**src/rtl/char_mmio_pkg.sv**
```systemverilog
package char_mmio_pkg;
  localparam int CHAR_W = 8;
  localparam int REG_W = 32;
  localparam int RVALID_BIT = 15;
  localparam int RE_BIT = 0;
  localparam int WE_BIT = 1;
  localparam int RPEND_BIT = 8;
  localparam int WPEND_BIT = 9;

  typedef struct packed {
    logic txPush;   // data write
    logic rxPop;    // data read
    logic enWrite;  // control write
    logic selCtrl;  // read mux selects control word
  } regStrobe_t;
endpackage

```
**src/rtl/char_fifo.sv**
```systemverilog
module char_fifo #(
  parameter int DEPTH = 64,
  parameter int WIDTH = 8,
  localparam int CW = $clog2(DEPTH + 1),
  localparam int AW = (DEPTH > 1) ? $clog2(DEPTH) : 1
) (
  input  logic             clk,
  input  logic             rstN,
  input  logic             push,
  input  logic [WIDTH-1:0] pushData,
  input  logic             pop,
  output logic [WIDTH-1:0] headData,
  output logic [CW-1:0]    count,
  output logic             full,
  output logic             empty
);
  logic [WIDTH-1:0] mem [DEPTH];
  logic [AW-1:0] wrPtr, rdPtr;
  logic doPush, doPop;

  assign full = (count == CW'(DEPTH));
  assign empty = (count == '0);
  assign doPush = push && !full;
  assign doPop = pop && !empty;
  assign headData = mem[rdPtr];

  always_ff @(posedge clk) begin
    if (doPush) mem[wrPtr] <= pushData;
  end

  always_ff @(posedge clk or negedge rstN) begin
    if (!rstN) begin
      wrPtr <= '0;
      rdPtr <= '0;
      count <= '0;
    end else begin
      if (doPush) wrPtr <= (wrPtr == AW'(DEPTH - 1)) ? '0 : wrPtr + 1'b1;
      if (doPop) rdPtr <= (rdPtr == AW'(DEPTH - 1)) ? '0 : rdPtr + 1'b1;
      if (doPush && !doPop) count <= count + 1'b1;
      else if (doPop && !doPush) count <= count - 1'b1;
    end
  end
endmodule

```
**src/rtl/char_mmio_ctrl.sv**
```systemverilog
module char_mmio_ctrl
  import char_mmio_pkg::*;
(
  input  logic       busAddr,
  input  logic       busRead,
  input  logic       busWrite,
  output regStrobe_t strb
);
  always_comb begin
    strb.txPush = busWrite && !busAddr;
    strb.rxPop = busRead && !busAddr;
    strb.enWrite = busWrite && busAddr;
    strb.selCtrl = busAddr;
  end
endmodule

```
**src/rtl/char_mmio_dp.sv**
```systemverilog
module char_mmio_dp
  import char_mmio_pkg::*;
#(
  parameter int RX_DEPTH = 64,
  parameter int TX_DEPTH = 64,
  parameter int RX_THRESH = 8,
  parameter int TX_THRESH = 8,
  localparam int RXC = $clog2(RX_DEPTH + 1),
  localparam int TXC = $clog2(TX_DEPTH + 1)
) (
  input  logic              clk,
  input  logic              rstN,
  input  regStrobe_t        strb,
  input  logic [REG_W-1:0]  busWdata,
  output logic [REG_W-1:0]  busRdata,
  output logic              irq,
  input  logic [CHAR_W-1:0] hostRxData,
  input  logic              hostRxValid,
  output logic              hostRxReady,
  output logic [CHAR_W-1:0] hostTxData,
  output logic              hostTxValid,
  input  logic              hostTxReady,
  output logic [RXC-1:0]    rxCount,
  output logic [TXC-1:0]    txCount
);
  localparam logic [RXC-1:0] RX_LIMIT = RXC'(RX_DEPTH - RX_THRESH);
  localparam logic [TXC-1:0] TX_LIMIT = TXC'(TX_DEPTH - TX_THRESH);

  logic [CHAR_W-1:0] rxHead;
  logic rxFull, rxEmpty, txFull, txEmpty;
  logic rdEn, wrEn, rdPend, wrPend;
  logic [TXC-1:0] txFree;
  logic [RXC-1:0] rxAfter;

  char_fifo #(.DEPTH(RX_DEPTH), .WIDTH(CHAR_W)) uRxFifo (
    .clk(clk), .rstN(rstN),
    .push(hostRxValid), .pushData(hostRxData),
    .pop(strb.rxPop), .headData(rxHead),
    .count(rxCount), .full(rxFull), .empty(rxEmpty)
  );

  char_fifo #(.DEPTH(TX_DEPTH), .WIDTH(CHAR_W)) uTxFifo (
    .clk(clk), .rstN(rstN),
    .push(strb.txPush), .pushData(busWdata[CHAR_W-1:0]),
    .pop(hostTxReady), .headData(hostTxData),
    .count(txCount), .full(txFull), .empty(txEmpty)
  );

  assign hostRxReady = !rxFull;
  assign hostTxValid = !txEmpty;
  assign txFree = TXC'(TX_DEPTH) - txCount;
  assign rxAfter = rxEmpty ? '0 : rxCount - 1'b1;

  generate
    if (RX_THRESH == 0) begin : gRdAny
      assign rdPend = !rxEmpty;
    end else begin : gRdLevel
      assign rdPend = (rxCount >= RX_LIMIT);
    end
  endgenerate
  assign wrPend = (txFree >= TX_LIMIT);

  always_ff @(posedge clk or negedge rstN) begin
    if (!rstN) begin
      rdEn <= 1'b0;
      wrEn <= 1'b0;
    end else if (strb.enWrite) begin
      rdEn <= busWdata[RE_BIT];
      wrEn <= busWdata[WE_BIT];
    end
  end

  assign irq = (rdPend && rdEn) || (wrPend && wrEn);

  always_comb begin
    busRdata = '0;
    if (strb.selCtrl) begin
      busRdata[RE_BIT] = rdEn;
      busRdata[WE_BIT] = wrEn;
      busRdata[RPEND_BIT] = rdPend;
      busRdata[WPEND_BIT] = wrPend;
      busRdata[31:16] = 16'(txFree);
    end else begin
      busRdata[RVALID_BIT] = !rxEmpty;
      busRdata[CHAR_W-1:0] = rxEmpty ? '0 : rxHead;
      busRdata[31:16] = 16'(rxAfter);
    end
  end
endmodule

```
**src/rtl/char_mmio_port.sv**
```systemverilog
module char_mmio_port #(
  parameter int RX_DEPTH = 64,
  parameter int TX_DEPTH = 64,
  parameter int RX_THRESH = 8,
  parameter int TX_THRESH = 8
) (
  input  logic        clk,
  input  logic        rstN,
  input  logic        busAddr,
  input  logic        busRead,
  input  logic        busWrite,
  input  logic [31:0] busWdata,
  output logic [31:0] busRdata,
  output logic        irq,
  input  logic [7:0]  hostRxData,
  input  logic        hostRxValid,
  output logic        hostRxReady,
  output logic [7:0]  hostTxData,
  output logic        hostTxValid,
  input  logic        hostTxReady
);
  localparam int RXC = $clog2(RX_DEPTH + 1);
  localparam int TXC = $clog2(TX_DEPTH + 1);

  char_mmio_pkg::regStrobe_t strb;
  logic [RXC-1:0] rxCount;
  logic [TXC-1:0] txCount;

  char_mmio_ctrl uCtrl (
    .busAddr(busAddr), .busRead(busRead), .busWrite(busWrite), .strb(strb)
  );

  char_mmio_dp #(
    .RX_DEPTH(RX_DEPTH), .TX_DEPTH(TX_DEPTH),
    .RX_THRESH(RX_THRESH), .TX_THRESH(TX_THRESH)
  ) uDp (
    .clk(clk), .rstN(rstN), .strb(strb), .busWdata(busWdata),
    .busRdata(busRdata), .irq(irq),
    .hostRxData(hostRxData), .hostRxValid(hostRxValid), .hostRxReady(hostRxReady),
    .hostTxData(hostTxData), .hostTxValid(hostTxValid), .hostTxReady(hostTxReady),
    .rxCount(rxCount), .txCount(txCount)
  );
endmodule

```
**config.mk**
```make
export PLATFORM = sky130hd
export DESIGN_NAME = char_mmio_port
export DESIGN_NICKNAME = d
export VERILOG_FILES = /design/src/rtl/char_mmio_pkg.sv /design/src/rtl/char_fifo.sv /design/src/rtl/char_mmio_ctrl.sv /design/src/rtl/char_mmio_dp.sv /design/src/rtl/char_mmio_port.sv
export SDC_FILE = /design/constraint.sdc
export NUM_CORES = 1
export LEC_CHECK = 0
export BUFFER_PORTS_ARGS = -buffer_cell sky130_fd_sc_hd__buf_4
export CORE_ASPECT_RATIO = 2
export CORE_UTILIZATION = 56
export CTS_CLUSTER_DIAMETER = 60
export CTS_CLUSTER_SIZE = 40
export DETAILED_ROUTE_END_ITERATION = 8
export PLACE_DENSITY = 0.78
export SKIP_CTS_REPAIR_TIMING = 1
export SLEW_MARGIN = 10
export SYNTH_ARGS = -nofsm -noshare
export SYNTH_HDL_FRONTEND = slang
export SYNTH_HIERARCHICAL = 1
export SYNTH_SLANG_ARGS = --single-unit
export TNS_END_PERCENT = 30
```
**constraint.sdc**
```tcl
create_clock -name clk -period 2.75 [get_ports clk]
set_input_delay 0.55 -clock clk [delete_from_list [all_inputs] [get_ports clk]]
set_output_delay 0.55 -clock clk [all_outputs]
set_load 0.05 [all_outputs]
```
==> impl_metrics.yaml <==
grt:
  grt_pass1_wl_um: 146000
  grt_usage_pct: 26.1
  grt_antenna_before_repair: 0
  grt_start_max_net_pins: 66
  grt_pass1_vias: 23500
  grt_overflow: 0
placed_design:
  place_area_sq_um: 46300
  port_buffers: 51
  hpwl_um: 68600
  gp_congestion: 0.931
  dp.cells: 3481
route:
  drc: 0
  wl_per_cell_um: 28.0
  vias: 22500
  viasPerCell: 6.30
  wl_um: 100000
  drt_first_pass_iters: 6
  first_iter_violations: 1810
  postRouteAntennaNets: 0
timing:
  maxSlewHeadroom_pct: 36.4
  hold_viol: 0
  finClkSkew_ns: 0.0398
  drv_slew: 0
  whs_ns: 0.305
  rsz0062_at_grt: "true"
  fin_ws_ns: -0.943
  timing.final.crit_share_pct: 134
  worstMarginPinSlew_ns: 0.950
  setup_viol: 29
  fmaxAchievable_mhz: 271
  min_period_ns: 3.69
  tns_ns: -16.83
power_and_ir_drop:
  p_per_area_nw_per_um2: 902
  totalPowerFinal_uw: 43900
  p_leak_uw: 0.0159
  ir_drop_mv: 0.676
outcome:
  status: "finished, violations left"
  violations: "negative setup slack"
worst_setup_path:
  startpoint: "uDp/uRxFifo/rdPtr[1]$_DFFE_PN0P_"
  crit_type: "register to output pin"
  cp_max_fo: 11
  reg2regPathDepth: 12
  r2r-start: "uDp/uTxFifo/count[1]$_DFFE_PN0P_"
  end_kind: "output pin"
  worstSetupStartpointType: "register"
  slowest_delay_ns: 0.56
  crit_chain: "clkbuf_16, mux4_2, mux2i_1, a311oi_1, a31o_1, a22o_1, buf_6"
  endpoint: "busRdata[1]"
  slowest_stage: "dfrtp_4"
  crit_arrival_ns: 3.14
  r2r-end: "uDp/uTxFifo/count[6]$_DFFE_PN0P_"
  r2r_slack_ns: -0.21
  cp.required_ns: 2.20
min_path:
  hold_path.class: "input port to register"
floorplan:
  die_width_um: 197
  initial_core_util_pct: 56.8
  num_rows: 142
  die_area_sq_um: 77300
  core_sq_um: 75200
  ios: 90
  die_h_um: 392
synthesis:
  synth_largest_area_cell: "edfxtp_1"
  yosysWarnings: 6
  synth_mux_area_share_pct: 14.1
  netlist_area_sq_um: 42700
  synth_cell_types: 66
  synth_compound_area_share_pct: 4.06
  synth.top_cell.area_share_pct: 72.1
  synth_seq_cells: 1064
  synthArstFlopShare_pct: 3.76
  ys_seq_area_share_pct: 74.4
  synth_adder_area_share_pct: 0.710
  syn-instance-count: 2210
  synthFlopType: "edfxtp_1"
  synth_area_leaders: "edfxtp_1 72%, mux4_2 12%, dfrtp_1 2.3%"
  synth_edf_count: 1024
  synth_xor_area_share_pct: 0.431
  synth_top_family_by_area: "multiplexers"
  yosys.area_share.simple_pct: 4.08
  syn_avg_cell_area_sq_um: 19.3
clock_tree:
  path_clk_slew_ns: 0.13
  h-tree-depth: 2
  root_buffer: "clkbuf_16"
  numCtsBuffers: 36
  cts_tree: "done"
  clk_latency_ns: 0.65
  cts.sinks: 1064
  clock_path_buffers: 3
finish:
  layout_commonest_cell: "edfxtp_1"
  design_area_sq_um: 48600
  layout-drive-gt1-share_pct: 31.3
  fin_nets: 2618
  instances_no_fill: 3577
  final_cell_mix: "1024 x edfxtp_1, 353 x buf_4, 225 x mux4_2"
  insertedDiodeCount: 0
  syn2layout_area_growth_pct: 14.0
run:
  maxCapViolations: 0
==> Yosys cell counts, types with 30 or more instances <==
| cell type | number |
|---|---|
| buf_2 | 30 |
| edfxtp_1 | 1024 |
| clkbuf_1 | 45 |
| buf_4 | 32 |
| mux2i_1 | 88 |
| dfrtp_1 | 40 |
| nor2_1 | 160 |
| inv_1 | 33 |
| o22ai_1 | 43 |
| nand2_1 | 94 |
| mux4_2 | 225 |
| nand3_1 | 30 |
==> area by class of cell <==
type / instances / area, sq um
Timing Repair Buffer: 417 / 3730
Clock buffer: 40 / 937
Clock inverter: 19 / 304
Fill cell: 4858 / 26500
Inverter: 35 / 131
Multi-Input combinational cell: 994 / 10500
Sequential cell: 1064 / 31800
Tap cell: 1008 / 1260
==> layer usage <==
metal  track usage (%)  share of wire [%]  vias up
li1                  -                  -     9583
met1              26.6                 31    11700
met2              49.0                 56      979
met3              2.93                5.0      304
met4              18.9                8.2        0
met5                 0                  0        -
==> cell families after synthesis <==
| logic type | Yosys count |
|---|---|
| AOI/OAI and AO/OA | 240 |
| xor gates and xnor gates | 21 |
| adders and majority gates | 23 |
| buffers and inverters | 165 |
| DFF | 1064 |
| muxes | 319 |
| other | 1 |
| and+or+nand+nor | 377 |
==> registers in the layout, summed over array words and instances (netlist names) <==
| name | flops |
|---|---|
| uDp/uTxFifo/count | 7 |
| uDp/uRxFifo/count | 7 |
| uDp/uRxFifo/mem | 512 |
| uDp/uRxFifo/rdPtr | 6 |
| uDp/uTxFifo/wrPtr | 6 |
| uDp/wrEn | 1 |
| uDp/uRxFifo/wrPtr | 6 |
| uDp/uTxFifo/rdPtr | 6 |
| uDp/rdEn | 1 |
| uDp/uTxFifo/mem | 512 |
==> where the power goes <==
part           total (uW)  internal (uW)  switching, uW
logic               17100           7690           9430
clock network        7700           2950           4750
registers           19000          18400            647
==> worst min path at each step <==
stage / to / cells past startpoint / slack [ns] / startpoint
after detailed placement: uDp/uRxFifo/rdPtr[5]$_DFFE_PN0P_ / 1 / 0.53 / uDp/uRxFifo/rdPtr[5]$_DFFE_PN0P_
after global routing: uDp/rdEn$_DFFE_PN0P_ / 3 / 0.29 / busWrite
after global placement: uDp/uRxFifo/rdPtr[5]$_DFFE_PN0P_ / 1 / 0.53 / uDp/uRxFifo/rdPtr[5]$_DFFE_PN0P_
after CTS: uDp/uRxFifo/wrPtr[4]$_DFFE_PN0P_ / 1 / -0.12 / rstN
after floorplan: uDp/rdEn$_DFFE_PN0P_ / 0 / 0.25 / rstN
final: uDp/rdEn$_DFFE_PN0P_ / 3 / 0.30 / busWrite
==> through the flow <==
step / util (%) / setup WS [ns]
3_3_place_gp: 61.7 / -0.555
2_1_floorplan: - / -0.133
4_1_cts: 63.3 / -1.30
3_5_place_dp: 61.7 / -0.579
6_report: 64.7 / -0.943
5_1_grt: 64.7 / -1.00
==> critical path, delay by kind of cell (launching register included) <==
| kind | cells | cell delay, ns |
|---|---|---|
| DFF | 1 | 0.56 |
| muxes | 2 | 0.81 |
| buffers and inverters | 2 | 0.40 |
| AOI/OAI and AO/OA | 3 | 0.73 |
Note: power is estimated with default switching activity, not from simulation.
